### src/rtl/irqc_pkg.sv
package irqc_pkg;

    localparam int WORD_W       = 32;
    localparam int OFS_PEND     = 'h00;
    localparam int OFS_MASK     = 'h04;
    localparam int OFS_IRQ_CODE = 'h10;
    localparam int OFS_FIQ_CODE = 'h14;
    localparam int OFS_CTRL     = 'h18;
    localparam int OFS_CFG_BASE = 'h1C;

    typedef enum logic [2:0] {
        ACC_NONE,
        ACC_PEND,
        ACC_MASK,
        ACC_IRQ_CODE,
        ACC_FIQ_CODE,
        ACC_CTRL,
        ACC_CFG,
        ACC_TRIG
    } acc_kind_e;

endpackage

### src/rtl/irqc_sync.sv
module irqc_sync #(
    parameter int WIDTH  = 32,
    parameter int STAGES = 2
) (
    input  logic             clk,
    input  logic             rst_n,
    input  logic [WIDTH-1:0] din_i,
    output logic [WIDTH-1:0] dout_o
);

    logic [STAGES-1:0][WIDTH-1:0] chain_d, chain_q;

    always_comb begin
        chain_d[0] = din_i;
        for (int s = 1; s < STAGES; s++) begin
            chain_d[s] = chain_q[s-1];
        end
    end

    always_ff @(posedge clk) begin
        if (!rst_n) begin
            chain_q <= '0;
        end else begin
            chain_q <= chain_d;
        end
    end

    assign dout_o = chain_q[STAGES-1];

endmodule

### src/rtl/irqc_decode.sv
module irqc_decode #(
    parameter  int ADDR_W    = 8,
    parameter  int NUM_LINES = 32,
    localparam int IDX_W     = $clog2(NUM_LINES)
) (
    input  logic [ADDR_W-1:0]     addr_i,
    output irqc_pkg::acc_kind_e   kind_o,
    output logic [IDX_W-1:0]      idx_o
);
    import irqc_pkg::*;

    localparam int TRIG_OFS = OFS_CFG_BASE + 4 * NUM_LINES;

    int unsigned ofs;

    always_comb begin
        ofs    = 32'(addr_i);
        kind_o = ACC_NONE;
        idx_o  = '0;
        if (addr_i[1:0] != 2'b00) begin
            kind_o = ACC_NONE;
        end else if (ofs == OFS_PEND) begin
            kind_o = ACC_PEND;
        end else if (ofs == OFS_MASK) begin
            kind_o = ACC_MASK;
        end else if (ofs == OFS_IRQ_CODE) begin
            kind_o = ACC_IRQ_CODE;
        end else if (ofs == OFS_FIQ_CODE) begin
            kind_o = ACC_FIQ_CODE;
        end else if (ofs == OFS_CTRL) begin
            kind_o = ACC_CTRL;
        end else if (ofs >= OFS_CFG_BASE && ofs < TRIG_OFS) begin
            kind_o = ACC_CFG;
            idx_o  = IDX_W'((ofs - OFS_CFG_BASE) >> 2);
        end else if (ofs == TRIG_OFS) begin
            kind_o = ACC_TRIG;
        end
    end

endmodule

### src/rtl/irqc_capture.sv
module irqc_capture #(
    parameter int NUM_LINES = 32
) (
    input  logic [NUM_LINES-1:0] sync_i,
    input  logic [NUM_LINES-1:0] hist_i,
    input  logic [NUM_LINES-1:0] sense_i,
    input  logic [NUM_LINES-1:0] pend_i,
    input  logic [NUM_LINES-1:0] keep_i,
    input  logic [NUM_LINES-1:0] ack_i,
    input  logic [NUM_LINES-1:0] trig_i,
    output logic [NUM_LINES-1:0] pend_d_o
);

    // Software clears and acknowledges act first; hardware events win over them.
    logic [NUM_LINES-1:0] base;
    assign base = pend_i & keep_i & ~(ack_i & ~sense_i);

    for (genvar g = 0; g < NUM_LINES; g++) begin : g_line
        assign pend_d_o[g] = sense_i[g]
            ? (sync_i[g] | (~hist_i[g] & (base[g] | trig_i[g])))
            : (base[g] | (sync_i[g] & ~hist_i[g]) | (trig_i[g] & ~sync_i[g]));
    end

endmodule

### src/rtl/irqc_lowest.sv
module irqc_lowest #(
    parameter int WIDTH = 32
) (
    input  logic [WIDTH-1:0] vec_i,
    output logic [WIDTH-1:0] onehot_o
);

    assign onehot_o = vec_i & (~vec_i + WIDTH'(1));

endmodule

### src/rtl/irq_capture_regs.sv
module irq_capture_regs #(
    parameter  int NUM_LINES   = 32,
    parameter  int PRIO_W      = 5,
    parameter  int ADDR_W      = 8,
    parameter  int SYNC_STAGES = 2,
    localparam int IDX_W       = $clog2(NUM_LINES)
) (
    input  logic                        clk,
    input  logic                        rst_n,
    input  logic [NUM_LINES-1:0]        irq_lines_i,
    input  logic                        req_valid_i,
    input  logic                        req_write_i,
    input  logic [ADDR_W-1:0]           req_addr_i,
    input  logic [31:0]                 req_wdata_i,
    output logic                        rsp_valid_o,
    output logic [31:0]                 rsp_rdata_o,
    input  logic [IDX_W-1:0]            irq_winner_i,
    input  logic [IDX_W-1:0]            fiq_winner_i,
    output logic [NUM_LINES-1:0]        pending_o,
    output logic [NUM_LINES-1:0]        mask_o,
    output logic [NUM_LINES-1:0]        fiq_sel_o,
    output logic [NUM_LINES*PRIO_W-1:0] prio_o,
    output logic                        new_irq_agr_o,
    output logic                        new_fiq_agr_o
);
    import irqc_pkg::*;

    typedef struct packed {
        logic [NUM_LINES-1:0]             pend;
        logic [NUM_LINES-1:0]             mask;
        logic [NUM_LINES-1:0]             sense;
        logic [NUM_LINES-1:0]             sel;
        logic [NUM_LINES-1:0]             hist;
        logic [NUM_LINES-1:0][PRIO_W-1:0] prio;
        logic                             rvalid;
        logic [WORD_W-1:0]                rdata;
        logic                             agr_irq;
        logic                             agr_fiq;
    } state_t;

    state_t st_d, st_q;

    acc_kind_e            kind;
    logic [IDX_W-1:0]     cfg_idx;
    logic [NUM_LINES-1:0] sync_lines;
    logic [NUM_LINES-1:0] trig_raw;
    logic [NUM_LINES-1:0] trig_vec;
    logic [NUM_LINES-1:0] keep_vec;
    logic [NUM_LINES-1:0] ack_vec;
    logic [NUM_LINES-1:0] pend_next;
    logic                 wr_acc;
    logic                 rd_acc;

    assign wr_acc = req_valid_i && req_write_i;
    assign rd_acc = req_valid_i && !req_write_i;

    irqc_sync #(
        .WIDTH  (NUM_LINES),
        .STAGES (SYNC_STAGES)
    ) u_sync (
        .clk    (clk),
        .rst_n  (rst_n),
        .din_i  (irq_lines_i),
        .dout_o (sync_lines)
    );

    irqc_decode #(
        .ADDR_W    (ADDR_W),
        .NUM_LINES (NUM_LINES)
    ) u_decode (
        .addr_i (req_addr_i),
        .kind_o (kind),
        .idx_o  (cfg_idx)
    );

    irqc_lowest #(
        .WIDTH (NUM_LINES)
    ) u_lowest (
        .vec_i    (req_wdata_i[NUM_LINES-1:0]),
        .onehot_o (trig_raw)
    );

    always_comb begin
        keep_vec = '1;
        ack_vec  = '0;
        trig_vec = '0;
        if (wr_acc && kind == ACC_PEND) begin
            keep_vec = req_wdata_i[NUM_LINES-1:0] | (st_q.sense & sync_lines);
        end
        if (wr_acc && kind == ACC_TRIG) begin
            trig_vec = trig_raw;
        end
        if (rd_acc && kind == ACC_IRQ_CODE) begin
            ack_vec = NUM_LINES'(1) << irq_winner_i;
        end else if (rd_acc && kind == ACC_FIQ_CODE) begin
            ack_vec = NUM_LINES'(1) << fiq_winner_i;
        end
    end

    irqc_capture #(
        .NUM_LINES (NUM_LINES)
    ) u_capture (
        .sync_i   (sync_lines),
        .hist_i   (st_q.hist),
        .sense_i  (st_q.sense),
        .pend_i   (st_q.pend),
        .keep_i   (keep_vec),
        .ack_i    (ack_vec),
        .trig_i   (trig_vec),
        .pend_d_o (pend_next)
    );

    always_comb begin
        st_d         = st_q;
        st_d.hist    = sync_lines;
        st_d.pend    = pend_next;
        st_d.rvalid  = rd_acc;
        st_d.rdata   = '0;
        st_d.agr_irq = 1'b0;
        st_d.agr_fiq = 1'b0;

        if (rd_acc) begin
            case (kind)
                ACC_PEND:     st_d.rdata = WORD_W'(st_q.pend);
                ACC_MASK:     st_d.rdata = WORD_W'(st_q.mask);
                ACC_IRQ_CODE: st_d.rdata = WORD_W'(irq_winner_i);
                ACC_FIQ_CODE: st_d.rdata = WORD_W'(fiq_winner_i);
                ACC_CFG:      st_d.rdata = (WORD_W'(st_q.prio[cfg_idx]) << 2)
                                         | (WORD_W'(st_q.sense[cfg_idx]) << 1)
                                         | WORD_W'(st_q.sel[cfg_idx]);
                default:      st_d.rdata = '0;
            endcase
        end

        if (wr_acc) begin
            case (kind)
                ACC_MASK: st_d.mask = req_wdata_i[NUM_LINES-1:0];
                ACC_CTRL: begin
                    st_d.agr_irq = req_wdata_i[0];
                    st_d.agr_fiq = req_wdata_i[1];
                end
                ACC_CFG: begin
                    st_d.prio[cfg_idx]  = req_wdata_i[2 +: PRIO_W];
                    st_d.sense[cfg_idx] = req_wdata_i[1];
                    st_d.sel[cfg_idx]   = req_wdata_i[0];
                end
                default: ;
            endcase
        end
    end

    always_ff @(posedge clk) begin
        if (!rst_n) begin
            st_q      <= '0;
            st_q.mask <= '1;
        end else begin
            st_q <= st_d;
        end
    end

    assign pending_o     = st_q.pend;
    assign mask_o        = st_q.mask;
    assign fiq_sel_o     = st_q.sel;
    assign prio_o        = st_q.prio;
    assign rsp_valid_o   = st_q.rvalid;
    assign rsp_rdata_o   = st_q.rdata;
    assign new_irq_agr_o = st_q.agr_irq;
    assign new_fiq_agr_o = st_q.agr_fiq;

endmodule

### config.mk
export PLATFORM = sky130hd
export DESIGN_NAME = irq_capture_regs
export DESIGN_NICKNAME = d
export VERILOG_FILES = /design/src/rtl/irqc_pkg.sv /design/src/rtl/irqc_sync.sv /design/src/rtl/irqc_decode.sv /design/src/rtl/irqc_capture.sv /design/src/rtl/irqc_lowest.sv /design/src/rtl/irq_capture_regs.sv
export SDC_FILE = /design/constraint.sdc
export NUM_CORES = 1
export LEC_CHECK = 0
export ABC_AREA = 1
export BUFFER_PORTS_ARGS = -buffer_cell sky130_fd_sc_hd__buf_2
export CORE_ASPECT_RATIO = 1.2
export CORE_MARGIN = 2
export CORE_UTILIZATION = 30
export CTS_CLUSTER_DIAMETER = 100
export DETAILED_ROUTE_END_ITERATION = 16
export HOLD_SLACK_MARGIN = 0.03
export PLACE_DENSITY = 0.49
export SETUP_SLACK_MARGIN = 0.5
export SLEW_MARGIN = 25
export SYNTH_ARGS = -nofsm -noshare
export SYNTH_HDL_FRONTEND = slang
export SYNTH_SLANG_ARGS = --single-unit
### constraint.sdc
create_clock -name clk -period 5.77 [get_ports clk]
set_input_delay 0.2885 -clock clk [delete_from_list [all_inputs] [get_ports clk]]
set_output_delay 0.2885 -clock clk [all_outputs]
set_load 0.01 [all_outputs]
* Yosys cells after proc, flatten, opt, wreduce, memory -nomap -nowiden *
Index checks and enable logic that the tools add are counted.

operators by class
  $add $sub $neg = 2
  order comparisons = 4
  equality and inequality tests = 12
  shift-type cells = 2
  muxes and demuxes = 65
  bitwise logic cells = 299
  reductions and logical operators = 15

operators with widths
  kind                                                                    count
  32-bit AND                                                              5
  160-bit bitwise mux                                                     1
  32-bit case mux with 5 select lines                                     1
  32-bit 2-to-1 mux                                                       4
  1-bit OR                                                                128
  1-bit AND                                                               96
  32-bit inverter                                                         3
  32-bit bitwise mux                                                      2
  1-bit inverter                                                          64
  1-bit by 5-bit left shift with 32-bit output (first input constant)     2
  5-bit 2-to-1 mux                                                        9
  1-bit 2-to-1 mux                                                        35
  32-bit by 1-bit adder with 32-bit output (second input constant)        1
  32-bit OR                                                               1
  5-bit binary-select mux with 5-bit select                               1
  5-bit demux with 5-bit select                                           1
  8-bit by 5-bit equality test with 1-bit output (second input constant)  3
  3-bit 2-to-1 mux                                                        8
  3-bit equality test (second input constant)                             4
  1-bit binary-select mux with 5-bit select                               2
  8-bit by 3-bit equality test with 1-bit output (second input constant)  1
  8-bit equality test (second input constant)                             1
  8-bit by 5-bit >= comparator with 1-bit output (second input constant)  1
  1-bit logical AND                                                       8
  14 further kinds                                                        17

word-level totals
  register bits after elaboration = 419
  bits of input ports = 86
  output and inout bits = 291
  word-level logic and storage cells = 442

* Depth between registers and ports, before layout *
  word-level depth = 20
  depth in mapped cells = 19
  mapped depth without buffers = 18

* Modules after synthesis *
A second synthesis with hierarchy kept.

unflattened totals
  cell total of the unflattened synthesis = 3,621
  area total of the unflattened synthesis = 23,239.8 um^2

by module, submodules not included
  module            times used  cells each  area an instance (um^2)  seq. area each (um^2)
  irq_capture_regs  1           2,664       18,062.3                 7,106.8
  irqc_capture      1           544         2,362.3                  0.0
  irqc_sync         1           199         1,840.5                  1,281.2
  irqc_lowest       1           149         625.6                    0.0
  irqc_decode       1           65          349.1                    0.0

* Least setup slack after synthesis *
No wires, ideal clock.

  kind = input-to-reg
  from = input req_addr_i[2]
  to = register st_q[282] (netlist bit)
  library setup time = 120 ps
  arrival = 2,133 ps
  required time = 5,650 ps
  setup slack = 3,516 ps
  cell stages on the path = 14
  path buffers = 1
  cells stage by stage = ha_1 > nand2_1 > nand3_1 > nand2_1 > nand2_1 > inv_2 > nand3_1 > nor3_2 > inv_1 > nor2_8 > nand2_1 > buf_2 > o21ai_1 > a21oi_1

on the way
  cells in the longest elaborated chain, start to end = 14
  elaborated cells on any way between the ends = 33
  classes of those cells = 1 x add/sub; 4 x order compare; 6 x eq/ne; 18 x mux; 4 x reduce/logical

ends and longest elaborated chain
  element                                                                                                                                               line                     text
  from (decl)                                                                                                                                           irq_capture_regs.sv:13   input logic [ADDR_W-1:0] req_addr_i,
  8-bit by 5-bit >= comparator with 1-bit output / 8-bit less-than comparator (equally long branches)                                                   irqc_decode.sv:32        end else if (ofs >= OFS_CFG_BASE && ofs < TRIG_OFS) begin
  1-bit logical AND                                                                                                                                     irqc_decode.sv:32
  5-bit 2-to-1 mux                                                                                                                                      irqc_decode.sv:32
  5-bit 2-to-1 mux                                                                                                                                      irqc_decode.sv:30        end else if (ofs == OFS_CTRL) begin
  5-bit 2-to-1 mux                                                                                                                                      irqc_decode.sv:28        end else if (ofs == OFS_FIQ_CODE) begin
  5-bit 2-to-1 mux                                                                                                                                      irqc_decode.sv:26        end else if (ofs == OFS_IRQ_CODE) begin
  5-bit 2-to-1 mux                                                                                                                                      irqc_decode.sv:24        end else if (ofs == OFS_MASK) begin
  5-bit 2-to-1 mux                                                                                                                                      irqc_decode.sv:22        end else if (ofs == OFS_PEND) begin
  5-bit 2-to-1 mux                                                                                                                                      irqc_decode.sv:20        if (addr_i[1:0] != 2'b00) begin
  5-bit by 6-bit less-than comparator with 1-bit output (implied by the code) / 5-bit by 1-bit >= comparator with 1-bit output (equally long branches)  irq_capture_regs.sv:144  st_d.sense[cfg_idx] = req_wdata_i[1];
  1-bit logical AND (implied by the code)                                                                                                               irq_capture_regs.sv:144
  1-bit 2-to-1 mux (implied by the code)                                                                                                                irq_capture_regs.sv:144
  1-bit demux with 5-bit select                                                                                                                         irq_capture_regs.sv:144
  32-bit bitwise mux                                                                                                                                    irq_capture_regs.sv:144
  to (signal assigned)                                                                                                                                  irq_capture_regs.sv:157  st_q <= st_d;
  to (decl)                                                                                                                                             irq_capture_regs.sv:41   state_t st_d, st_q;

Several ways; a longest one is shown, not always the timed one.
A chain may end at the register's enable or synchronous reset.

* Worst setup path after layout *
  from = input req_addr_i[1]
  to = register st_q, in the netlist prio_o[145]

on the way
  cells in the longest elaborated chain, start to end = 14
  elaborated cells on any way between the ends = 34
  classes of those cells = 1 x add/sub; 4 x order compare; 6 x eq/ne; 18 x mux; 5 x reduce/logical

ends and longest elaborated chain
  element                                                                                                                                               line                     text
  8-bit by 5-bit >= comparator with 1-bit output / 8-bit less-than comparator (equally long branches)                                                   irqc_decode.sv:32
  1-bit logical AND                                                                                                                                     irqc_decode.sv:32
  5-bit 2-to-1 mux                                                                                                                                      irqc_decode.sv:32
  5-bit 2-to-1 mux                                                                                                                                      irqc_decode.sv:30
  5-bit 2-to-1 mux                                                                                                                                      irqc_decode.sv:28
  5-bit 2-to-1 mux                                                                                                                                      irqc_decode.sv:26
  5-bit 2-to-1 mux                                                                                                                                      irqc_decode.sv:24
  5-bit 2-to-1 mux                                                                                                                                      irqc_decode.sv:22
  5-bit 2-to-1 mux                                                                                                                                      irqc_decode.sv:20
  5-bit by 6-bit less-than comparator with 1-bit output (implied by the code) / 5-bit by 1-bit >= comparator with 1-bit output (equally long branches)  irq_capture_regs.sv:143  st_d.prio[cfg_idx] = req_wdata_i[2 +: PRIO_W];
  1-bit logical AND (implied by the code)                                                                                                               irq_capture_regs.sv:143
  5-bit 2-to-1 mux (implied by the code)                                                                                                                irq_capture_regs.sv:143
  5-bit demux with 5-bit select                                                                                                                         irq_capture_regs.sv:143
  160-bit bitwise mux                                                                                                                                   irq_capture_regs.sv:143

Several ways; a longest one is shown, not always the timed one.

==> summary.md <==
| Metric | Value |
|---|---|
| Fin crit period | `3.72 ns` |
| Power per Cell Area | `283 mW/mm²` |
| Core Region | `approximately 0.072 mm²` |
| Seq pwr share | `42.9%` |
| Hold Startpoint | `req_wdata_i[9]` |
| Peak VDD IR | `0.000206 V` |
| Area growth from synthesis to layout | `11.6%` |
| Fmax | `roughly 0.27 GHz` |
| Via-to-Cell Ratio | `slightly below 5` |
| Routed WL per cell | `~21 µm` |
| Htree depth | `2` |
| Relative slew margins | `about 33%` |
| Ys Warns | `0` |
| Pin count of the biggest net entering global routing | `126` |
| Number of remaining DRC errors | `0` |
| Worst-Margin Slew | `~1.0 ns` |
| CTS tree | `done` |
| Sw Ratio | `25.5%` |
| EDFF count, synth | `0` |
| Detailed-route via count | `between 20,000 and 25,000` |
| Clock latency on the worst-skew pair | `~0.61 ns` |
| Async S/R FF share, synth | `0%` |
| Cells after Synth | `between 3,000 and 4,000` |
| Clock Path Buffers | `3` |
| Clock Pin Slew Worst Setup and Hold Paths | `~0.060 ns` |
| Grt ovf | `0` |
| Leakage power | `between 0.01 and 0.015 µW` |
| Synthesis-stage register bit count | `between 400 and 500` |
| Status | `complete, no violations` |
| Worst setup margin | `between 2 and 2.5 ns` |
| Switching power | `roughly 1800 µW` |
| Initial antenna violation count | `4` |
| Postcts setup bufs | `0` |
| Synth cell types | `47` |
| Die Y | `300 µm` |
| Nets | `3,317` |
| Gate power share | `7.8%` |
| Setup WS pre-CTS | `approximately 1.8 ns` |
| Clock share of power | `roughly half` |
| Reg2Reg Launch Point | `st_q[284]` |
| Worst min path class | `in2reg` |
| TritonCTS Buffers | `slightly below 50` |
| Final Setup Violations | `0` |
| Clock root buffer | `clkbuf_16` |
| Final Wtd Congestion | `~0.95` |
| Avg Inst Size Synth | `a little under 7 µm²` |
| Setup_tns | `0 ns` |
| GRT Overall Usage | `22.8%` |
| Vias in the first global route | `about 19,000` |
| Remaining antenna violation count | `0` |
| Most common flop cell mapped by yosys | `dfxtp_1` |
| Die ar. | `approximately 0.075 mm²` |
| Setup crit start | `req_addr_i[1]` |
| Share of post-route cells with drive strength above 1 | `~17%` |
| RSZ-0062 raised after global routing | `false` |
| Initial core utilization | `between 30 and 40%` |
| Crit path kind | `in2reg` |
| CTS sink cnt | `419` |
| Post-DP HPWL | `65,400 µm` |
| Worst Skew | `around 0.023 ns` |
| Fin. max-slew vios | `0` |
| Die width | `between 200 and 300 µm` |
| CP Data Required Time | `about 6.3 ns` |
| # Max-Cap Violations | `0` |
| IO Port Bufs | `roughly 380` |
| Crit. End Element | `flip-flop` |
| CP max FO | `54` |
| Final critical-path share of the clock period | `about 64%` |
| Pre-Repair DR Iteration Count | `5` |
| Row count | `between 100 and 150` |
| Boundary Pins | `approximately 380` |
| Arrival time worst endpoint | `between 4 and 5 ns` |
| DRT iter0 DRCs | `between 1,000 and 1,500` |
| Int Pwr | `about 5200 µW` |
| Synth Net Count | `roughly 3,300` |
| Crit path launch type | `primary input` |
| WL final | `roughly 89,000 µm` |
| First-pass GRT wire length | `approximately 130,000 µm` |
| Synthesized area | `0.0220 mm²` |
| Post-synthesis sequential area ratio | `roughly two fifths` |
| Final Hold Fails | `0` |
worst max-delay path: stages:
cell and delay (ns):
buf_2 0.13, nor2_8 0.21, nand2_2 0.11, nor2_4 0.19, nor2_1 0.11, and2_1 0.31
nand2_4 0.56, clkinv_2 0.88, nor2_8 0.48, nand2_1 0.11, nor2_2 0.48, o21ai_0 0.16
a21oi_1 0.16
synth_stat cells (3+ instances only):
cell	number	area share, %
nor4_1	9	0.26
o21ai_1	75	1.7
buf_1	18	0.31
buf_4	292	10
clkbuf_1	104	1.8
a21boi_0	4	0.14
o221ai_1	3	0.12
nor2_8	4	0.36
nor2_1	100	1.7
a31oi_1	6	0.17
nand4_1	53	1.5
nor3_1	21	0.48
ha_1	4	0.23
buf_2	41	0.93
nand2_2	20	0.57
nand3_1	117	2.7
o21ai_0	283	6.4
nand2_1	721	12
inv_2	16	0.27
a41oi_1	18	0.72
inv_1	419	7.2
dfxtp_1	419	38
nand3_2	10	0.46
a21o_1	8	0.27
clkinv_1	7	0.12
a21oi_1	330	7.5
o211ai_1	46	1.6
nor2_4	16	0.82
nor2_2	3	0.085
final timing paths:
| path | end | depth (start not counted) | slack, ns |
|---|---|---|---|
| hold / removal | pending_o[9] | 3 | 0.07 |
| setup / recovery | prio_o[145] | 13 | 2.05 |
| setup reg to reg | rsp_rdata_o[1] | 10 | 4.18 |
| hold reg to reg | u_sync.dout_o[11] | 2 | 0.41 |
kinds of logic after synthesis:
family | count (synthesis) | synth area share [%]
adders and majority gates | 4 | 0.228
buffers and inverters | 902 | 20.8
AOI/OAI and AO/OA | 782 | 19.0
DFF | 419 | 38.2
xor gates and xnor gates | 1 | 0.0399
and+or+nand+nor | 1085 | 21.8
metal layers:
metal,track usage [%],part of all wire (%),wire length (µm),up-vias
met4,8.15,3.6,3200,0
met3,3.41,5.4,4810,133
met2,40.1,49,43700,621
met1,28.3,42,37400,9429
met5,0,0,0,-
li1,-,-,-,10100
through the flow:
stage	hold slack [ns]	instance area (µm²)	power [µW]	std cells	util, %
floorplan	0.386	22000	3360	3193	-
global placement	0.402	22300	3560	4069	30.8
detailed placement	0.399	22300	3560	4069	30.8
CTS	0.0313	24500	7040	4201	33.8
global route	0.0704	24500	7190	4202	33.8
finish	0.0677	24500	6950	4205	33.9
cell usage in the layout, fill, tap and decap left out, types with 10 or more instances in the layout:
master,count
a21oi_1,330
a41oi_1,18
buf_2,375
buf_4,22
clkbuf_1,12
clkbuf_16,49
clkinv_2,10
dfxtp_1,419
dlygate4sd3_1,42
inv_1,419
inv_2,14
nand2_1,720
nand2_2,21
nand3_1,117
nand4_1,53
nor2_1,98
nor2_4,16
nor3_1,21
o211ai_1,46
o21ai_0,283
o21ai_1,75
final cells by class:
| cell class | count | area, µm² |
|---|---|---|
| fill | 8019 | 47900 |
| multi-input combinational | 1872 | 9040 |
| sequential | 419 | 8390 |
| timing repair buffer | 441 | 2500 |
| inverter | 444 | 1670 |
| clock buffer | 69 | 1380 |
| tap | 935 | 1170 |
| clock inverter | 21 | 365 |
| antenna | 4 | 10.0 |
flip-flops by register name, indices dropped and copies added, names as in the netlist:
signal,count
prio_o,160
st_q,64
fiq_sel_o,32
mask_o,32
pending_o,32
rsp_rdata_o,32
u_sync.chain_d,32
u_sync.dout_o,32
new_fiq_agr_o,1
new_irq_agr_o,1
rsp_valid_o,1
power by group through the flow:
| stage | registers [µW] | logic, µW | clock network (µW) |
|---|---|---|---|
| after floorplan | 3020 | 338 | 0 |
| after global placement | 3040 | 520 | 0 |
| after detailed placement | 3040 | 519 | 0 |
| after CTS | 2980 | 544 | 3510 |
| after global routing | 2980 | 598 | 3610 |
| final | 2980 | 540 | 3430 |
timing repair:
item,4_1_cts,5_1_grt
endpoints found under the hold margin,42,0
gates resized for setup,0,0
hold buffers,42,0
endpoints found under the setup margin,0,0
(Power assumes the default switching activity.)
